File: src/rtl/cap_pkg.sv
package cap_pkg;
  typedef enum logic [3:0] {
    MD_RESET  = 4'h0,
    MD_PAUSE  = 4'h1,
    MD_SINGLE = 4'h2,
    MD_REARM  = 4'h3,
    MD_UNINIT = 4'h4
  } mode_e;

  typedef enum logic [1:0] {
    TS_PRE  = 2'd0,
    TS_WAIT = 2'd1,
    TS_CAPT = 2'd2,
    TS_POST = 2'd3
  } tstate_e;
endpackage

File: src/rtl/cap_mode_reg.sv
module cap_mode_reg
  import cap_pkg::*;
(
  input  logic       clk,
  input  logic       rst_n,
  input  logic       mode_we,
  input  logic [3:0] mode_wdata,
  input  logic       init_done,
  output mode_e      mode_o,
  output logic       init_req_o,
  output logic       run_o,
  output logic       clr_o,
  output logic       rearm_o
);
  mode_e mode_q, mode_d;
  logic  init_ok_q, init_ok_d;

  always_comb begin
    mode_d = mode_q;
    if (mode_we && (mode_wdata <= 4'h3)) mode_d = mode_e'(mode_wdata);
  end

  assign init_req_o = (mode_q != MD_UNINIT) && !init_ok_q;
  assign init_ok_d  = init_ok_q | (init_req_o & init_done);
  assign run_o      = init_ok_q && ((mode_q == MD_SINGLE) || (mode_q == MD_REARM));
  assign clr_o      = (mode_q == MD_UNINIT) || (mode_q == MD_RESET);
  assign rearm_o    = (mode_q == MD_REARM);
  assign mode_o     = mode_q;

  always_ff @(posedge clk or negedge rst_n) begin
    if (!rst_n) begin
      mode_q    <= MD_UNINIT;
      init_ok_q <= 1'b0;
    end else begin
      mode_q    <= mode_d;
      init_ok_q <= init_ok_d;
    end
  end

  // codes above 3 never change the mode
  assert_bad_code_ignored_R3: assert property (@(posedge clk) disable iff (!rst_n)
    (mode_we && (mode_wdata > 4'h3)) |=> $stable(mode_q));

  // no capture permission while initialization is pending
  assert_no_run_before_init_R2: assert property (@(posedge clk) disable iff (!rst_n)
    init_req_o |-> !run_o);
endmodule

File: src/rtl/cap_trig_fsm.sv
module cap_trig_fsm
  import cap_pkg::*;
#(
  parameter int DATA_W = 16,
  parameter int CNT_W  = 16,
  parameter int DEPTH  = 16,
  parameter int LVL_W  = $clog2(DEPTH + 1)
) (
  input  logic              clk,
  input  logic              rst_n,
  input  logic              run_i,
  input  logic              clr_i,
  input  logic              rearm_i,
  input  logic              smp_valid,
  input  logic [DATA_W-1:0] smp_data,
  input  logic              start_i,
  input  logic              stop_i,
  input  logic [CNT_W-1:0]  pre_cnt,
  input  logic [CNT_W-1:0]  post_cnt,
  input  logic [LVL_W-1:0]  fifo_level,
  input  logic              fifo_empty,
  output logic              fifo_we_o,
  output logic [DATA_W-1:0] fifo_wdata_o,
  output logic              fifo_discard_o,
  output logic              done_o,
  output tstate_e           state_o,
  output logic [CNT_W-1:0]  count_o
);
  localparam logic [CNT_W-1:0] DEPTH_C = CNT_W'(DEPTH);
  localparam logic [CNT_W-1:0] ONE     = CNT_W'(1);
  localparam logic [CNT_W-1:0] ZERO    = '0;

  tstate_e           st_q, st_d;
  logic [CNT_W-1:0]  fill_q, fill_d, left_q, left_d, cnt_q, cnt_d;
  logic [DATA_W-1:0] wdata_q, wdata_d;
  logic              we_q, we_d, disc_q, disc_d, done_q, done_d;
  logic [CNT_W-1:0]  pre_eff, lvl_ext;

  assign pre_eff = (pre_cnt > DEPTH_C) ? DEPTH_C : pre_cnt;
  assign lvl_ext = CNT_W'(fifo_level);

  always_comb begin
    st_d    = st_q;
    fill_d  = fill_q;
    left_d  = left_q;
    cnt_d   = cnt_q;
    wdata_d = wdata_q;
    we_d    = 1'b0;
    disc_d  = 1'b0;
    done_d  = 1'b0;
    if (clr_i) begin
      st_d   = TS_PRE;
      fill_d = ZERO;
      left_d = ZERO;
      cnt_d  = ZERO;
    end else if (run_i) begin
      case (st_q)
        TS_PRE: begin
          if (fill_q >= pre_eff) begin
            st_d = TS_WAIT;
          end else if (smp_valid) begin
            we_d   = 1'b1;
            fill_d = fill_q + ONE;
            if ((fill_q + ONE) >= pre_eff) st_d = TS_WAIT;
          end
        end
        TS_WAIT: begin
          if (start_i) begin
            st_d = TS_CAPT;
            we_d = smp_valid;
          end else if (smp_valid && (pre_eff != ZERO)) begin
            we_d   = 1'b1;
            disc_d = (lvl_ext >= pre_eff);
          end
        end
        TS_CAPT: begin
          we_d = smp_valid;
          if (stop_i) begin
            st_d   = TS_POST;
            left_d = post_cnt;
            done_d = (post_cnt == ZERO) && !rearm_i;
          end
        end
        default: begin
          if (left_q == ZERO) begin
            if (rearm_i && fifo_empty) begin
              st_d   = TS_PRE;
              fill_d = ZERO;
            end
          end else if (smp_valid) begin
            we_d   = 1'b1;
            left_d = left_q - ONE;
            done_d = (left_q == ONE) && !rearm_i;
          end
        end
      endcase
      if (we_d) begin
        cnt_d   = cnt_q + ONE;
        wdata_d = smp_data;
      end
    end
  end

  always_ff @(posedge clk or negedge rst_n) begin
    if (!rst_n) begin
      st_q    <= TS_PRE;
      fill_q  <= '0;
      left_q  <= '0;
      cnt_q   <= '0;
      wdata_q <= '0;
      we_q    <= 1'b0;
      disc_q  <= 1'b0;
      done_q  <= 1'b0;
    end else begin
      st_q    <= st_d;
      fill_q  <= fill_d;
      left_q  <= left_d;
      cnt_q   <= cnt_d;
      wdata_q <= wdata_d;
      we_q    <= we_d;
      disc_q  <= disc_d;
      done_q  <= done_d;
    end
  end

  assign fifo_we_o      = we_q;
  assign fifo_wdata_o   = wdata_q;
  assign fifo_discard_o = disc_q;
  assign done_o         = done_q;
  assign state_o        = st_q;
  assign count_o        = cnt_q;

  // a clearing mode returns state and count to their initial values
  assert_clear_state_R4: assert property (@(posedge clk) disable iff (!rst_n)
    clr_i |=> (st_q == TS_PRE) && (cnt_q == ZERO));

  // no write follows a cycle without run permission
  assert_idle_no_write_R5: assert property (@(posedge clk) disable iff (!rst_n)
    !run_i |=> !we_q);

  // stop before start never reaches post-stop
  assert_stop_ignored_R8: assert property (@(posedge clk) disable iff (!rst_n)
    ((st_q == TS_PRE) || (st_q == TS_WAIT)) |=> (st_q != TS_POST));

  // a finished post-stop window writes nothing more
  assert_post_stops_R9: assert property (@(posedge clk) disable iff (!rst_n)
    ((st_q == TS_POST) && (left_q == ZERO)) |=> !we_q);

  // done lasts a single cycle
  assert_done_single_R10: assert property (@(posedge clk) disable iff (!rst_n)
    done_q |=> !done_q);
endmodule

File: src/rtl/trig_capture_ctrl.sv
module trig_capture_ctrl
  import cap_pkg::*;
#(
  parameter int DATA_W     = 16,
  parameter int CNT_W      = 16,
  parameter int FIFO_DEPTH = 16,
  parameter int LVL_W      = $clog2(FIFO_DEPTH + 1)
) (
  input  logic              clk,
  input  logic              rst_n,
  input  logic              smp_valid,
  input  logic [DATA_W-1:0] smp_data,
  input  logic              trig_start,
  input  logic              trig_stop,
  input  logic              mode_we,
  input  logic [3:0]        mode_wdata,
  input  logic [CNT_W-1:0]  pre_count,
  input  logic [CNT_W-1:0]  post_count,
  input  logic [LVL_W-1:0]  fifo_level,
  input  logic              fifo_empty,
  input  logic              conv_init_done,
  output logic              fifo_we,
  output logic [DATA_W-1:0] fifo_wdata,
  output logic              fifo_discard,
  output logic              conv_init_req,
  output logic [3:0]        mode_rd,
  output logic [1:0]        trig_state,
  output logic              capture_done,
  output logic [CNT_W-1:0]  sample_count
);
  logic [1:0] rst_sync_q;
  logic       rst_int_n;
  mode_e      mode;
  tstate_e    st;
  logic       run, clr, rearm;

  always_ff @(posedge clk or negedge rst_n) begin
    if (!rst_n) rst_sync_q <= 2'b00;
    else        rst_sync_q <= {rst_sync_q[0], 1'b1};
  end
  assign rst_int_n = rst_sync_q[1];

  cap_mode_reg u_mode (
    .clk        (clk),
    .rst_n      (rst_int_n),
    .mode_we    (mode_we),
    .mode_wdata (mode_wdata),
    .init_done  (conv_init_done),
    .mode_o     (mode),
    .init_req_o (conv_init_req),
    .run_o      (run),
    .clr_o      (clr),
    .rearm_o    (rearm)
  );

  cap_trig_fsm #(
    .DATA_W (DATA_W),
    .CNT_W  (CNT_W),
    .DEPTH  (FIFO_DEPTH),
    .LVL_W  (LVL_W)
  ) u_fsm (
    .clk            (clk),
    .rst_n          (rst_int_n),
    .run_i          (run),
    .clr_i          (clr),
    .rearm_i        (rearm),
    .smp_valid      (smp_valid),
    .smp_data       (smp_data),
    .start_i        (trig_start),
    .stop_i         (trig_stop),
    .pre_cnt        (pre_count),
    .post_cnt       (post_count),
    .fifo_level     (fifo_level),
    .fifo_empty     (fifo_empty),
    .fifo_we_o      (fifo_we),
    .fifo_wdata_o   (fifo_wdata),
    .fifo_discard_o (fifo_discard),
    .done_o         (capture_done),
    .state_o        (st),
    .count_o        (sample_count)
  );

  assign mode_rd    = mode;
  assign trig_state = st;
endmodule

File: config.mk
export PLATFORM = sky130hd
export DESIGN_NAME = trig_capture_ctrl
export DESIGN_NICKNAME = d
export VERILOG_FILES = /design/src/rtl/cap_pkg.sv /design/src/rtl/cap_mode_reg.sv /design/src/rtl/cap_trig_fsm.sv /design/src/rtl/trig_capture_ctrl.sv
export SDC_FILE = /design/constraint.sdc
export NUM_CORES = 1
export LEC_CHECK = 0
export BUFFER_PORTS_ARGS = -buffer_cell sky130_fd_sc_hd__buf_2
export CAP_MARGIN = 5
export CORE_UTILIZATION = 25
export CTS_CLUSTER_SIZE = 28
export DETAILED_ROUTE_END_ITERATION = 8
export GPL_TIMING_DRIVEN = 1
export HOLD_SLACK_MARGIN = 0.05
export PLACE_DENSITY = 0.41
export REMOVE_ABC_BUFFERS = 1
export SLEW_MARGIN = 20
export SYNTH_ARGS = -nofsm -noshare
export SYNTH_HDL_FRONTEND = slang
export SYNTH_SLANG_ARGS = --single-unit
File: constraint.sdc
create_clock -name clk -period 2.74 [get_ports clk]
set_input_delay 0.137 -clock clk [delete_from_list [all_inputs] [get_ports clk]]
set_output_delay 0.137 -clock clk [all_outputs]
set_load 0.01 [all_outputs]
==> metrics.md <==
| Metric | Value |
|---|---|
| Largest net degree at the start of global routing | 75 |
| Worst-path maximum fanout | 4 |
| Worst-path cell chain | nand3_4, nor4_4, buf_4, nand3_4, xnor2_2, ha_1, nand4_1, a2111oi_2, o2bb2ai_1, o311a_1, o21ai_1, a211oi_2 |
| Post-synthesis cell type count | 59 |
| CTS Root Cell | clkbuf_16 |
| First-pass GRT wire length | ~26000 µm |
| Reg-to-reg setup timing slack | around 11 ps |
| DPL Wire Length | 11760 µm |
| Slew at the pin with the worst max-slew slack | 651.8 ps |
| CTS buffer count | 9 |
| RSZ-0062 raised after global routing | yes |
| Final critical-path share of the clock period | 0.9958 |
| Worst Path Arrival | 2990 ps |
| Top cell by count, worst path | nand3_4 |
| Synth Cell Area | slightly above 0.005 mm² |
| Fin util | 0.3754 |
| Worst-Skew Late Latency | 350 ps |
| #FFs+latches synth | 76 |
| Clk sinks | 76 |
| Core Area | around 0.02 mm² |
| Final Max Slew Viols | 0 |
| Reg2Reg Depth | 12 |
| Grt ovf | 0 |
| Kind of critical path | flop to flop |
| Drt drc | 0 |
| Pre-CTS setup slack | -367.1 ps |
| Fin crit period | around 2700 ps |
| Asr flop ratio synth | 1.000 |
| Max Cap Viol | 0 |
| Starting Density | 0.2571 |
| Antenna cell count | 0 |
| Final ANT Viol Nets | 0 |
| Sum of negative setup slack | 0 ps |
| CTS max path bufs | 2 |
| Number of global-route vias before repair | between 4000 and 5000 |
| Worst setup margin | about 11 ps |
| Startpoint Class | flop |
| Gp weighted congestion | approximately 0.86 |
| Pre-Repair DR Iteration Count | 4 |
| # H-tree levels | 3 |
| YS warnings | 0 |
| Detailed Route Iter0 Violations | between 150 and 200 |
| CP Data Required Time | roughly 3000 ps |
| Initial antenna violation count | 0 |
| Cell Pwr Density | about 670 mW/mm² |
| Hold slack final | ~95 ps |
| CTS tree | built |
| Commonest non-fill, non-tap cell in the layout | buf_2 |
| DP Area | ~0.0064 mm² |
| Worst-path clk slew | ~60 ps |
| Final Cell Area | 0.007355 mm² |
| Slowest cell on the critical path | dfrtp_2 |
| Fmax | between 300 and 400 MHz |
| Die footprint | about 0.021 mm² |
| Total Nets Final | around 860 |
| Total number of vias | around 5000 |
| Lkg Pwr | 3.440 nW |
| Wirelength per Cell | approximately 16 µm |
| Io pins | 107 |
| Status | finished clean |
| Relative slew slack | 0.5542 |
| Fraction of layout cells with a size suffix above 1 | 0.3687 |
| Register area share after synthesis | 0.3779 |
| Area growth syn-to-layout | 46.04% |
| Die Y | between 100 and 150 µm |
| Fin. Hold Viols | 0 |
| Most frequent cells in the layout | buf_2, buf_4, dfrtp_1 |
| Hold Path Class | input port to flop |
| IO Port Bufs | 106 |
| VDD IR max | between 300 and 400 µV |
| Tot GR Track Use | 0.1608 |
| Avg Vias per Cell | 4.853 |
| Fin Clk Skew | 10.74 ps |
| Syn_area_per_cell | 9.502 µm² |
| Drt total wl | ~16000 µm |
| Crit path capture type | flop |
| WHS Path Cells | 3 |
| EDFF count, synth | 0 |
| Synth Instances | 530 |
| Final setup fails | 0 |
| Cell Rows | between 50 and 60 |
| Post-synth top flop | dfrtp_1 |
| Max incr delay on CP | between 400 and 500 ps |
| Die W | between 100 and 150 µm |
cell type report:
type	count	area, µm²
Inverter	11	41.29
Timing Repair Buffer	209	1428
Clock inverter	6	88.84
Clock buffer	10	229.0
Fill cell	2004	12240
Tap cell	265	331.6
Sequential cell	76	1909
Multi-Input combinational cell	442	3327
where the power goes:
part	leakage, nW	internal, mW	switching [mW]
logic	2.30	0.969	1.14
registers	0.994	1.31	0.161
clock network	0.149	0.800	0.517
cell usage after synthesis, types with 4 or more instances:
master,instances,area share
o31ai_1,9,0.013
nor3_1,16,0.016
xnor2_1,10,0.017
a221o_1,10,0.020
nand4_1,8,0.0099
o21a_1,5,0.0075
a21oi_1,37,0.037
nor2b_1,6,0.0075
nand2b_1,9,0.011
and3_1,8,0.0099
a31o_2,4,0.0070
a21o_1,6,0.0089
clkbuf_1,15,0.011
or4_1,12,0.018
buf_2,4,0.0040
nand2_1,34,0.025
a211oi_1,5,0.0075
dfrtp_1,75,0.37
o21ai_0,27,0.027
ha_1,45,0.11
o311ai_0,6,0.010
nor2_1,29,0.022
nor4_1,20,0.025
mux2_2,19,0.042
a22o_1,7,0.012
and2_1,6,0.0075
inv_1,11,0.0082
a31oi_1,7,0.0087
nor4b_1,4,0.0070
or3_1,7,0.0087
o211ai_1,7,0.010
xor2_1,6,0.010
nand3_1,22,0.022
per-layer routing:
metal | track usage | up-vias | wire length, µm
met2 | 0.2700 | 72 | 7655
met3 | 0.02399 | 13 | 513
li1 | - | 2460 | -
met5 | 0 | - | 0
met1 | 0.2107 | 2400 | 7533
met4 | 0.05095 | 0 | 195
worst paths after layout:
check | startpoint | to
max | u_fsm.fill_q[0] | u_fsm.state_o[0]
min | post_count[12] | u_fsm.left_q[12]
max reg2reg | u_fsm.fill_q[0] | u_fsm.state_o[0]
min reg2reg | rst_sync_q[1] | u_fsm.fifo_wdata_o[14]
max in group asynchronous | rst_sync_q[1] | u_mode.mode_o[2]
min in group asynchronous | rst_n | rst_sync_q[1]
metrics by stage:
step	total power, mW	instances
finish	4.900	1019
CTS	4.922	1017
floorplan	2.625	529
global route	5.252	1019
detailed placement	3.453	971
global placement	3.437	971
registers in the layout, indices dropped and copies added (netlist names):
register	flops
u_fsm.count_o	16
u_fsm.fifo_wdata_o	16
u_fsm.fill_q	16
u_fsm.left_q	16
u_mode.mode_o	4
rst_sync_q	2
u_fsm.state_o	2
u_fsm.done_o	1
u_fsm.fifo_discard_o	1
u_fsm.fifo_we_o	1
u_mode.init_ok_q	1
what timing repair did:
item	in CTS	in global routing
buffers inserted	9	1
resized for setup	40	24
hold buffers	20	0
pin swaps	43	8
endpoints found under the hold margin	21	0
endpoints found under the setup margin	26	48
gates cloned	1	0
critical path: cells and delay by family (launching register included):
family | cells | cell delay (ps)
xor+xnor | 1 | 150
buf+inv | 1 | 170
simple gates | 4 | 610
flops | 1 | 440
compound gates | 5 | 970
fa+ha+maj | 1 | 300
cell families (layout without fill, tap and decap cells):
kind of cell / count (synthesis) / after routing / synth area share
adder cells (fa/ha/maj): 45 / 45 / 0.1118
multiplexers: 21 / 21 / 0.04646
XOR/XNOR: 16 / 16 / 0.02783
buffers and inverters: 34 / 236 / 0.02932
AO/OA/AOI/OAI: 145 / 145 / 0.1968
AND/OR/NAND/NOR: 192 / 192 / 0.2092
flip-flops: 76 / 76 / 0.3779
other: 1 / 23 / 0.0007446
No activity file was read; power rests on OpenSTA's default activity.
